<file path="src/rtl/uart_baud_pkg.sv">
package uart_baud_pkg;

  // Rate selection decoded from divisor and high-speed bit
  typedef enum logic [1:0] {
    RATE_OFF = 2'd0,
    RATE_STD = 2'd1,
    RATE_X2  = 2'd2,
    RATE_X4  = 2'd3
  } rate_sel_e;

endpackage

</file>
<file path="src/rtl/baud_div_regs.sv">
// Divisor byte registers and registered high-speed bit.
module baud_div_regs #(
  parameter int unsigned DIV_W = 16,
  localparam int unsigned NB = DIV_W / 8
) (
  input  logic             clk,
  input  logic             rst_n,
  input  logic [NB-1:0]    byte_we,
  input  logic [7:0]       wr_byte,
  input  logic             hs_in,
  output logic [DIV_W-1:0] divisor,
  output logic             hs_q,
  output logic             reload
);

  logic hs_d;

  for (genvar g = 0; g < NB; g++) begin : g_byte
    logic [7:0] byte_q;
    logic [7:0] byte_d;

    always_comb begin
      byte_d = byte_q;
      if (byte_we[g]) begin
        byte_d = wr_byte;
      end
    end

    always_ff @(posedge clk or negedge rst_n) begin
      if (!rst_n) begin
        byte_q <= '0;
      end else begin
        byte_q <= byte_d;
      end
    end

    assign divisor[g*8 +: 8] = byte_q;
  end

  always_comb begin
    hs_d   = hs_in;
    reload = |byte_we;
  end

  always_ff @(posedge clk or negedge rst_n) begin
    if (!rst_n) begin
      hs_q <= 1'b0;
    end else begin
      hs_q <= hs_d;
    end
  end

endmodule

</file>
<file path="src/rtl/baud_rate_decode.sv">
// Maps divisor and high-speed bit to a tick period in block clocks.
module baud_rate_decode
  import uart_baud_pkg::*;
#(
  parameter int unsigned DIV_W     = 16,
  parameter int unsigned REF_RATIO = 4,
  parameter int unsigned X2_CODE   = 32770,
  parameter int unsigned X4_CODE   = 32769,
  localparam int unsigned CNT_W    = DIV_W + $clog2(REF_RATIO)
) (
  input  logic [DIV_W-1:0] divisor,
  input  logic             hs,
  output rate_sel_e        sel,
  output logic [CNT_W-1:0] period
);

  localparam logic [DIV_W-1:0] X2_DIV = DIV_W'(X2_CODE);
  localparam logic [DIV_W-1:0] X4_DIV = DIV_W'(X4_CODE);
  localparam logic [CNT_W-1:0] X2_PER = CNT_W'(REF_RATIO / 2);
  localparam logic [CNT_W-1:0] X4_PER = CNT_W'(REF_RATIO / 4);
  localparam logic [CNT_W-1:0] RATIO  = CNT_W'(REF_RATIO);

  always_comb begin
    if (divisor == '0) begin
      sel = RATE_OFF;
    end else if (hs && (divisor == X4_DIV)) begin
      sel = RATE_X4;
    end else if (hs && (divisor == X2_DIV)) begin
      sel = RATE_X2;
    end else begin
      sel = RATE_STD;
    end
  end

  always_comb begin
    unique case (sel)
      RATE_OFF: period = '0;
      RATE_X2:  period = X2_PER;
      RATE_X4:  period = X4_PER;
      default:  period = CNT_W'(divisor) * RATIO;
    endcase
  end

endmodule

</file>
<file path="src/rtl/baud_tick_gen.sv">
// Free-running period counter producing a one-cycle tick.
module baud_tick_gen #(
  parameter int unsigned CNT_W = 18
) (
  input  logic             clk,
  input  logic             rst_n,
  input  logic             reload,
  input  logic [CNT_W-1:0] period,
  output logic [CNT_W-1:0] cnt,
  output logic             tick
);

  logic [CNT_W-1:0] cnt_q;
  logic [CNT_W-1:0] cnt_d;
  logic [CNT_W-1:0] last;
  logic             run;

  always_comb begin
    run  = (period != '0);
    last = period - CNT_W'(1);
    tick = run && (cnt_q == last);
    if (reload || !run) begin
      cnt_d = '0;
    end else if (cnt_q >= last) begin
      cnt_d = '0;
    end else begin
      cnt_d = cnt_q + CNT_W'(1);
    end
  end

  always_ff @(posedge clk or negedge rst_n) begin
    if (!rst_n) begin
      cnt_q <= '0;
    end else begin
      cnt_q <= cnt_d;
    end
  end

  assign cnt = cnt_q;

endmodule

</file>
<file path="src/rtl/uart_baud_gen.sv">
// Top: 16x baud tick generator with high-speed divisor codes.
module uart_baud_gen
  import uart_baud_pkg::*;
#(
  parameter int unsigned DIV_W     = 16,
  parameter int unsigned REF_RATIO = 4,
  parameter int unsigned X2_CODE   = 32770,
  parameter int unsigned X4_CODE   = 32769
) (
  input  logic                 clk,
  input  logic                 rst_n,
  input  logic [DIV_W/8-1:0]   div_byte_we,
  input  logic [7:0]           wr_byte,
  input  logic                 hs_mode,
  output logic                 tick
);

  localparam int unsigned CNT_W = DIV_W + $clog2(REF_RATIO);

  logic [1:0]       rst_sync_q;
  logic [1:0]       rst_sync_d;
  logic             rst_n_int;
  logic [DIV_W-1:0] div_q;
  logic             hs_q;
  logic             reload;
  rate_sel_e        sel;
  logic [CNT_W-1:0] period;
  logic [CNT_W-1:0] cnt;

  // asynchronous assert, synchronous release
  always_comb begin
    rst_sync_d = {rst_sync_q[0], 1'b1};
  end

  always_ff @(posedge clk or negedge rst_n) begin
    if (!rst_n) begin
      rst_sync_q <= '0;
    end else begin
      rst_sync_q <= rst_sync_d;
    end
  end

  assign rst_n_int = rst_sync_q[1];

  baud_div_regs #(
    .DIV_W (DIV_W)
  ) u_regs (
    .clk     (clk),
    .rst_n   (rst_n_int),
    .byte_we (div_byte_we),
    .wr_byte (wr_byte),
    .hs_in   (hs_mode),
    .divisor (div_q),
    .hs_q    (hs_q),
    .reload  (reload)
  );

  baud_rate_decode #(
    .DIV_W     (DIV_W),
    .REF_RATIO (REF_RATIO),
    .X2_CODE   (X2_CODE),
    .X4_CODE   (X4_CODE)
  ) u_decode (
    .divisor (div_q),
    .hs      (hs_q),
    .sel     (sel),
    .period  (period)
  );

  baud_tick_gen #(
    .CNT_W (CNT_W)
  ) u_count (
    .clk    (clk),
    .rst_n  (rst_n_int),
    .reload (reload),
    .period (period),
    .cnt    (cnt),
    .tick   (tick)
  );

endmodule

</file>
<file path="config.mk">
export PLATFORM = sky130hd
export DESIGN_NAME = uart_baud_gen
export DESIGN_NICKNAME = d
export VERILOG_FILES = /design/src/rtl/uart_baud_pkg.sv /design/src/rtl/baud_div_regs.sv /design/src/rtl/baud_rate_decode.sv /design/src/rtl/baud_tick_gen.sv /design/src/rtl/uart_baud_gen.sv
export SDC_FILE = /design/constraint.sdc
export NUM_CORES = 1
export LEC_CHECK = 0
export ABC_AREA = 0
export BUFFER_PORTS_ARGS = -buffer_cell sky130_fd_sc_hd__buf_2
export CAP_MARGIN = 10
export CELL_PAD_IN_SITES_DETAIL_PLACEMENT = 1
export CELL_PAD_IN_SITES_GLOBAL_PLACEMENT = 2
export CORE_UTILIZATION = 43
export DETAILED_ROUTE_END_ITERATION = 8
export PLACE_DENSITY_LB_ADDON = 0.15
export SETUP_SLACK_MARGIN = 0.1
export SLEW_MARGIN = 20
export SYNTH_ARGS = -nofsm -noshare
export SYNTH_HDL_FRONTEND = slang
export SYNTH_HIERARCHICAL = 1
export SYNTH_SLANG_ARGS = --single-unit
export TNS_END_PERCENT = 30
</file>
<file path="constraint.sdc">
create_clock -name clk -period 9.94 [get_ports clk]
set_clock_uncertainty 0.15 [all_clocks]
set_input_delay 0.994 -clock clk [delete_from_list [all_inputs] [get_ports clk]]
set_output_delay 0.994 -clock clk [all_outputs]
set_load 0.02 [all_outputs]
</file>
==> flow_summary.yaml, run 1 <==
timing:
  grt_setup_unrepaired: "no"
  finalHoldViolations: 0
  slew_viol_final: 0
  fin_tns_setup_ns: 0
  fmax_ghz: 0.176
  fin_crit_ns: 5.67
  tightestPinTransition_ns: 0.606
  slew-limit-headroom: 0.592
  final_min_period_over_clock_period: 0.570
  number_of_endpoints_failing_setup_at_the_final_stage: 0
global_route:
  grt_remaining_overflow: 0
  first_global_vias: 1704
  grt_pass1_wl_um: 8680
  grt_antenna_before_repair: 0
  grt_usage: 0.190
  grt_start_max_net_pins: 36
setup_path:
  crit_path_start_kind: "register"
  timing.setup.critical_path_class: "register to output port"
  worstPathBufferInverterCount: 1
  crit_start: "u_regs/g_byte[1].byte_q[3]"
  reg2reg_setup_slack_ns: 5.11
  critical_path_peak_fanout: 5
  cp-end-kind: "output port"
  rr_endpoint: "u_count/cnt[7]"
  reg2regPathDepth: 14
  worstPathCellList: "nor4_2, nand4_2, o21a_1, or3_4, or4_4, or4_4, nor4_4, xnor2_1, ha_1, nand4_1, nor4_1, o2111a_1, buf_2"
  worstReg2RegStart: "u_regs/g_byte[1].byte_q[3]"
  worst_ep_required_time_ns: 8.80
  critical-path-top-cell-by-count: "or4_4"
  critical-path-slowest-cell: "or4_4"
  critPathMaxStageDelay_ns: 0.47
  crit_family: "simple AND/OR/NAND/NOR gates"
  worstPathArrival_ns: 4.52
run_status:
  run_status: "finished, final reports clean"
floorplan:
  die-width_um: 77.8
  design.die.area_mm2: 0.00605
  core_footprint_mm2: 0.00551
  dieHeight_um: 77.8
  start_util: 0.448
  io_pins: 14
  placement_rows: 27
power_and_ir_drop:
  p_int_uw: 284
  combinationalPowerShare: 0.133
  power.sequential.fraction: 0.454
  vdd_drop_max_v: 0.0000759
  p_leak_uw: 0.00115
  sw_ratio: 0.248
  design_power_total_uw: 377
  power.net_switching_uw: 93.6
  pd_cells_mw_per_mm2: 141
  power.share.clock: 0.412
clocking:
  tritoncts: "yes"
  tritoncts_num_sinks: 37
  cts-root-to-sink-buffers: 2
  cts_resized: 0
  path_clk_slew_ns: 0.08
  cts_root_buf: "clkbuf_8"
  htree_num_levels: 2
  post_cts_setup_buffers: 0
  worstSkewPairLatency_ns: 0.29
  cts.hold.buffers_added: 0
  cts_buffer_count: 5
route:
  routed-via-count: 1667
  wire_per_inst_um: 16.3
  detail_route.drc_violations: 0
  drt_iter0_markers: 59
  routed_antenna_nets: 0
  vias_per_cell: 5.24
  routed_wirelength_um: 5170
  drt_pre_antenna_iters: 4
flow_run:
  max-cap-violations: 0
placement:
  gp_routability_congestion: 0.729
  dp.final_hpwl_um: 3920
  place.detailed.instances: 310
  io_buffers: 13
cells_and_area:
  area_growth_syn_to_layout_pct: 8.67
  layout.cells.most_common: "dfrtp_1"
  commonest_cells_after_routing_fill_and_taps_aside: "37 x dfrtp_1, 34 x nor2_1, 20 x ha_1"
  final_cells: 318
  design.final.nets: 278
  final_layout_size_suffix_gt1_frac: 0.199
  diodes: 0
  num-fill-cells: 609
synth:
  syn-num-nets: 273
  mappedNetlistArea_mm2: 0.00247
  synth.avg_cell_area_um2: 10.3
  synthCells: 240
  synthesis.yosys.warnings: 6
worst_hold_path:
  hold_path_class: "register to asynchronous set/reset pin"
[worst reg2reg max path, cell delays in order, from the launching register on]
cell	delay, ns
dfrtp_1	0.46
nor4_2	0.33
nand4_2	0.21
o21a_1	0.27
or3_4	0.41
or4_4	0.44
or4_4	0.47
nor2_1	0.19
xnor2_1	0.14
ha_1	0.26
a21o_1	0.16
a21o_1	0.17
a211oi_1	0.29
nand4_2	0.50
nor2_1	0.30
[area by class of cell]
| class | count | area [µm²] | area share |
|---|---|---|---|
| Sequential cell | 37 | 926 | 0.345 |
| Timing Repair Buffer | 14 | 72.6 | 0.0271 |
| Clock inverter | 3 | 65.1 | 0.0243 |
| Inverter | 7 | 26.3 | 0.00979 |
| Multi-Input combinational cell | 180 | 1430 | 0.535 |
| Tap cell | 72 | 90.1 | 0.0336 |
| Clock buffer | 5 | 68.8 | 0.0257 |
[worst max-delay path by stage]
| stage | to | slack (ns) | cells past startpoint |
|---|---|---|---|
| floorplan | tick | 5.01 | 12 |
| global placement | tick | 4.64 | 13 |
| detailed placement | tick | 4.60 | 13 |
| CTS | tick | 4.26 | 13 |
| global route | tick | 3.95 | 13 |
| finish | tick | 4.27 | 13 |
[flip-flops by register name, indices dropped and copies added, names as in the netlist]
| name | cells |
|---|---|
| u_regs/hs_q | 1 |
| rst_sync_q | 2 |
| u_regs/g_byte.byte_q | 16 |
| u_count/cnt | 18 |
[metal layers]
metal / vias up / track usage / wire, µm
li1: 839 / - / -
met5: - / 0 / 0
met4: 0 / 0.0566 / 61
met2: 13 / 0.288 / 2370
met1: 811 / 0.266 / 2660
met3: 4 / 0.0459 / 79
[metrics by stage]
stage,utilization,hold WS [ns],worst slack [ns],instance area [µm²]
floorplan,-,0.181,5.01,2470
global placement,0.463,0.143,4.64,2550
detailed placement,0.463,0.159,4.60,2550
CTS,0.487,0.164,4.26,2680
global route,0.487,0.192,3.95,2680
finish,0.487,0.136,4.27,2680
[power groups by stage]
stage	Clock (µW)	Combinational, µW	Sequential, µW
4_1_cts	161	51.4	171
5_1_grt	166	56.6	173
3_5_place_dp	0	50.8	174
3_3_place_gp	0	50.2	174
2_1_floorplan	0	45.1	168
6_report	156	50.3	171
No activity file was read; power rests on OpenSTA's default activity.
==> run 2: changes to the inputs <==
Settings changed: CORE_UTILIZATION 43 to 36.
Clock period 9.94 ns to 5.05 ns, I/O delays scaled along.
==> run 2 against run 1 <==
Non-clock buffer count is 16 higher. Critical path depth stayed put. Critical endpoint unchanged. Largest cell class unchanged. Die area is 19% higher.
==> flow_summary.yaml, run 2 (synthesis results as in run 1) <==
clocking:
  cts_buffer_count: 5
  tritoncts: "yes"
  htree_num_levels: 2
  path_clk_slew_ns: 0.08
  worstSkewPairLatency_ns: 0.29
  tritoncts_num_sinks: 37
  cts-root-to-sink-buffers: 2
  cts_root_buf: "clkbuf_8"
placement:
  place.detailed.instances: 325
  post_dp_cell_area_mm2: 0.00263
  io_buffers: 13
  dp.final_hpwl_um: 4190
  gp_routability_congestion: 0.751
timing:
  grt_setup_unrepaired: "yes"
  tightestPinTransition_ns: 0.656
  finalHoldViolations: 0
  slew-limit-headroom: 0.559
  fin_crit_ns: 4.98
  slew_viol_final: 0
  number_of_endpoints_failing_setup_at_the_final_stage: 0
  fmax_ghz: 0.201
  final_min_period_over_clock_period: 0.985
  fin_tns_setup_ns: 0
floorplan:
  dieHeight_um: 84.8
  placement_rows: 29
  die-width_um: 84.8
  design.die.area_mm2: 0.00719
  io_pins: 14
  start_util: 0.380
  core_footprint_mm2: 0.00649
cells_and_area:
  final_cells: 339
  design.final.nets: 294
  layout.cells.most_common: "dfrtp_1"
  diodes: 0
  area_of_combinational_cells_with_multiple_inputs_mm2: 0.00148
  final_instance_area_mm2: 0.00283
  final_layout_size_suffix_gt1_frac: 0.263
  final_util: 0.436
  num-fill-cells: 720
  commonest_cells_after_routing_fill_and_taps_aside: "35 x dfrtp_1, 34 x nor2_1, 20 x ha_1"
  seqCellArea_um2: 928
  area_growth_syn_to_layout_pct: 14.7
  largest_register_ff_count: 18
route:
  drt_pre_antenna_iters: 4
  wire_per_inst_um: 16.7
  vias_per_cell: 5.18
  drt_iter0_markers: 64
  routed-via-count: 1755
  routed_antenna_nets: 0
  routed_wirelength_um: 5670
  detail_route.drc_violations: 0
power_and_ir_drop:
  p_int_uw: 498
  p_leak_uw: 0.00123
  power.share.clock: 0.336
  combinationalPowerShare: 0.183
  vdd_drop_max_v: 0.000143
  design_power_total_uw: 690
  pd_cells_mw_per_mm2: 244
  sw_ratio: 0.278
  power.sequential.fraction: 0.481
  power.net_switching_uw: 192
setup_path:
  crit_path_start_kind: "register"
  critical_path_peak_fanout: 5
  cp-end-kind: "output port"
  worst_ep_required_time_ns: 4.39
  timing.setup.critical_path_class: "register to output port"
  worstPathArrival_ns: 4.32
run_status:
  run_status: "finished, final reports clean"
global_route:
  grt_usage: 0.171
  grt_pass1_wl_um: 9360
  grt_antenna_before_repair: 0
  grt_start_max_net_pins: 36
  grt_remaining_overflow: 0
  first_global_vias: 1848
worst_hold_path:
  hold_path_class: "register to asynchronous set/reset pin"
flow_run:
  max-cap-violations: 0
-- run 2: changes by cell type in the layout (fill, tap and decap cells not counted), sizes merged --
cell         delta
buf            +15
clkbuf          +2
bufinv          -2
dlygate4sd3     +1
-- run 2: power groups by stage --
stage	combinational (µW)	clock, µW	sequential, µW
6_report	126	232	332
5_1_grt	138	249	335
4_1_cts	122	241	330
3_5_place_dp	119	0	335
3_3_place_gp	118	0	335
2_1_floorplan	88.8	0	331
-- run 2: what timing repair did --
action	CTS	global route
endpoints found under the hold margin	2	0
resized for setup	3	7
buffers inserted	2	3
setup endpoints to repair	1	1
hold buffers	1	0
pin swaps	4	6
-- run 2: cell type report --
type / instances / area share
clock inverters: 1 / 0.00177
clock buffers: 7 / 0.0340
multi-input cells: 180 / 0.523
flip-flops and latches: 37 / 0.328
well taps: 77 / 0.0340
repair buffers: 30 / 0.0698
inverters: 7 / 0.00928
-- run 2: routing by layer --
metal,track usage,vias to the layer above,share of wire
met5,0,-,0
met4,0.0632,0,0.016
met2,0.258,12,0.45
met3,0.0292,9,0.018
li1,-,869,-
met1,0.245,865,0.52
-- run 2: final timing paths --
path                            slack (ns)  cells past startpoint                        from                          to
min in group clk                      0.17                      1                     hs_mode                 u_regs/hs_q
worst max-delay path                  0.07                     13  u_regs/g_byte[0].byte_q[5]                        tick
worst max register to register        0.49                     15  u_regs/g_byte[0].byte_q[5]              u_count/cnt[8]
worst min-delay path                  0.15                      1               rst_sync_q[1]              u_count/cnt[3]
max in group asynchronous             4.25                      1               rst_sync_q[1]  u_regs/g_byte[1].byte_q[4]
worst min register to register        0.15                      1               rst_sync_q[1]              u_count/cnt[3]
-- run 2: stage by stage --
| stage | setup slack (ns) | hold WS [ns] |
|---|---|---|
| detailed placement | 0.128 | 0.144 |
| floorplan | 0.608 | 0.0594 |
| finish | 0.0748 | 0.147 |
| global placement | 0.215 | 0.140 |
| CTS | 0.102 | 0.161 |
| global route | -0.0707 | 0.158 |
-- run 2: critical path: stages (launching register included) --
cell and delay (ns):
dfrtp_2 0.46, nor4_4 0.29, nand4_2 0.21, o21a_1 0.25, or3_4 0.40, or4_4 0.44
or4_4 0.49, nor4_4 0.24, xnor2_1 0.09, ha_1 0.29, nand4_1 0.23, nor4_4 0.27
o2111a_1 0.23, buf_4 0.14
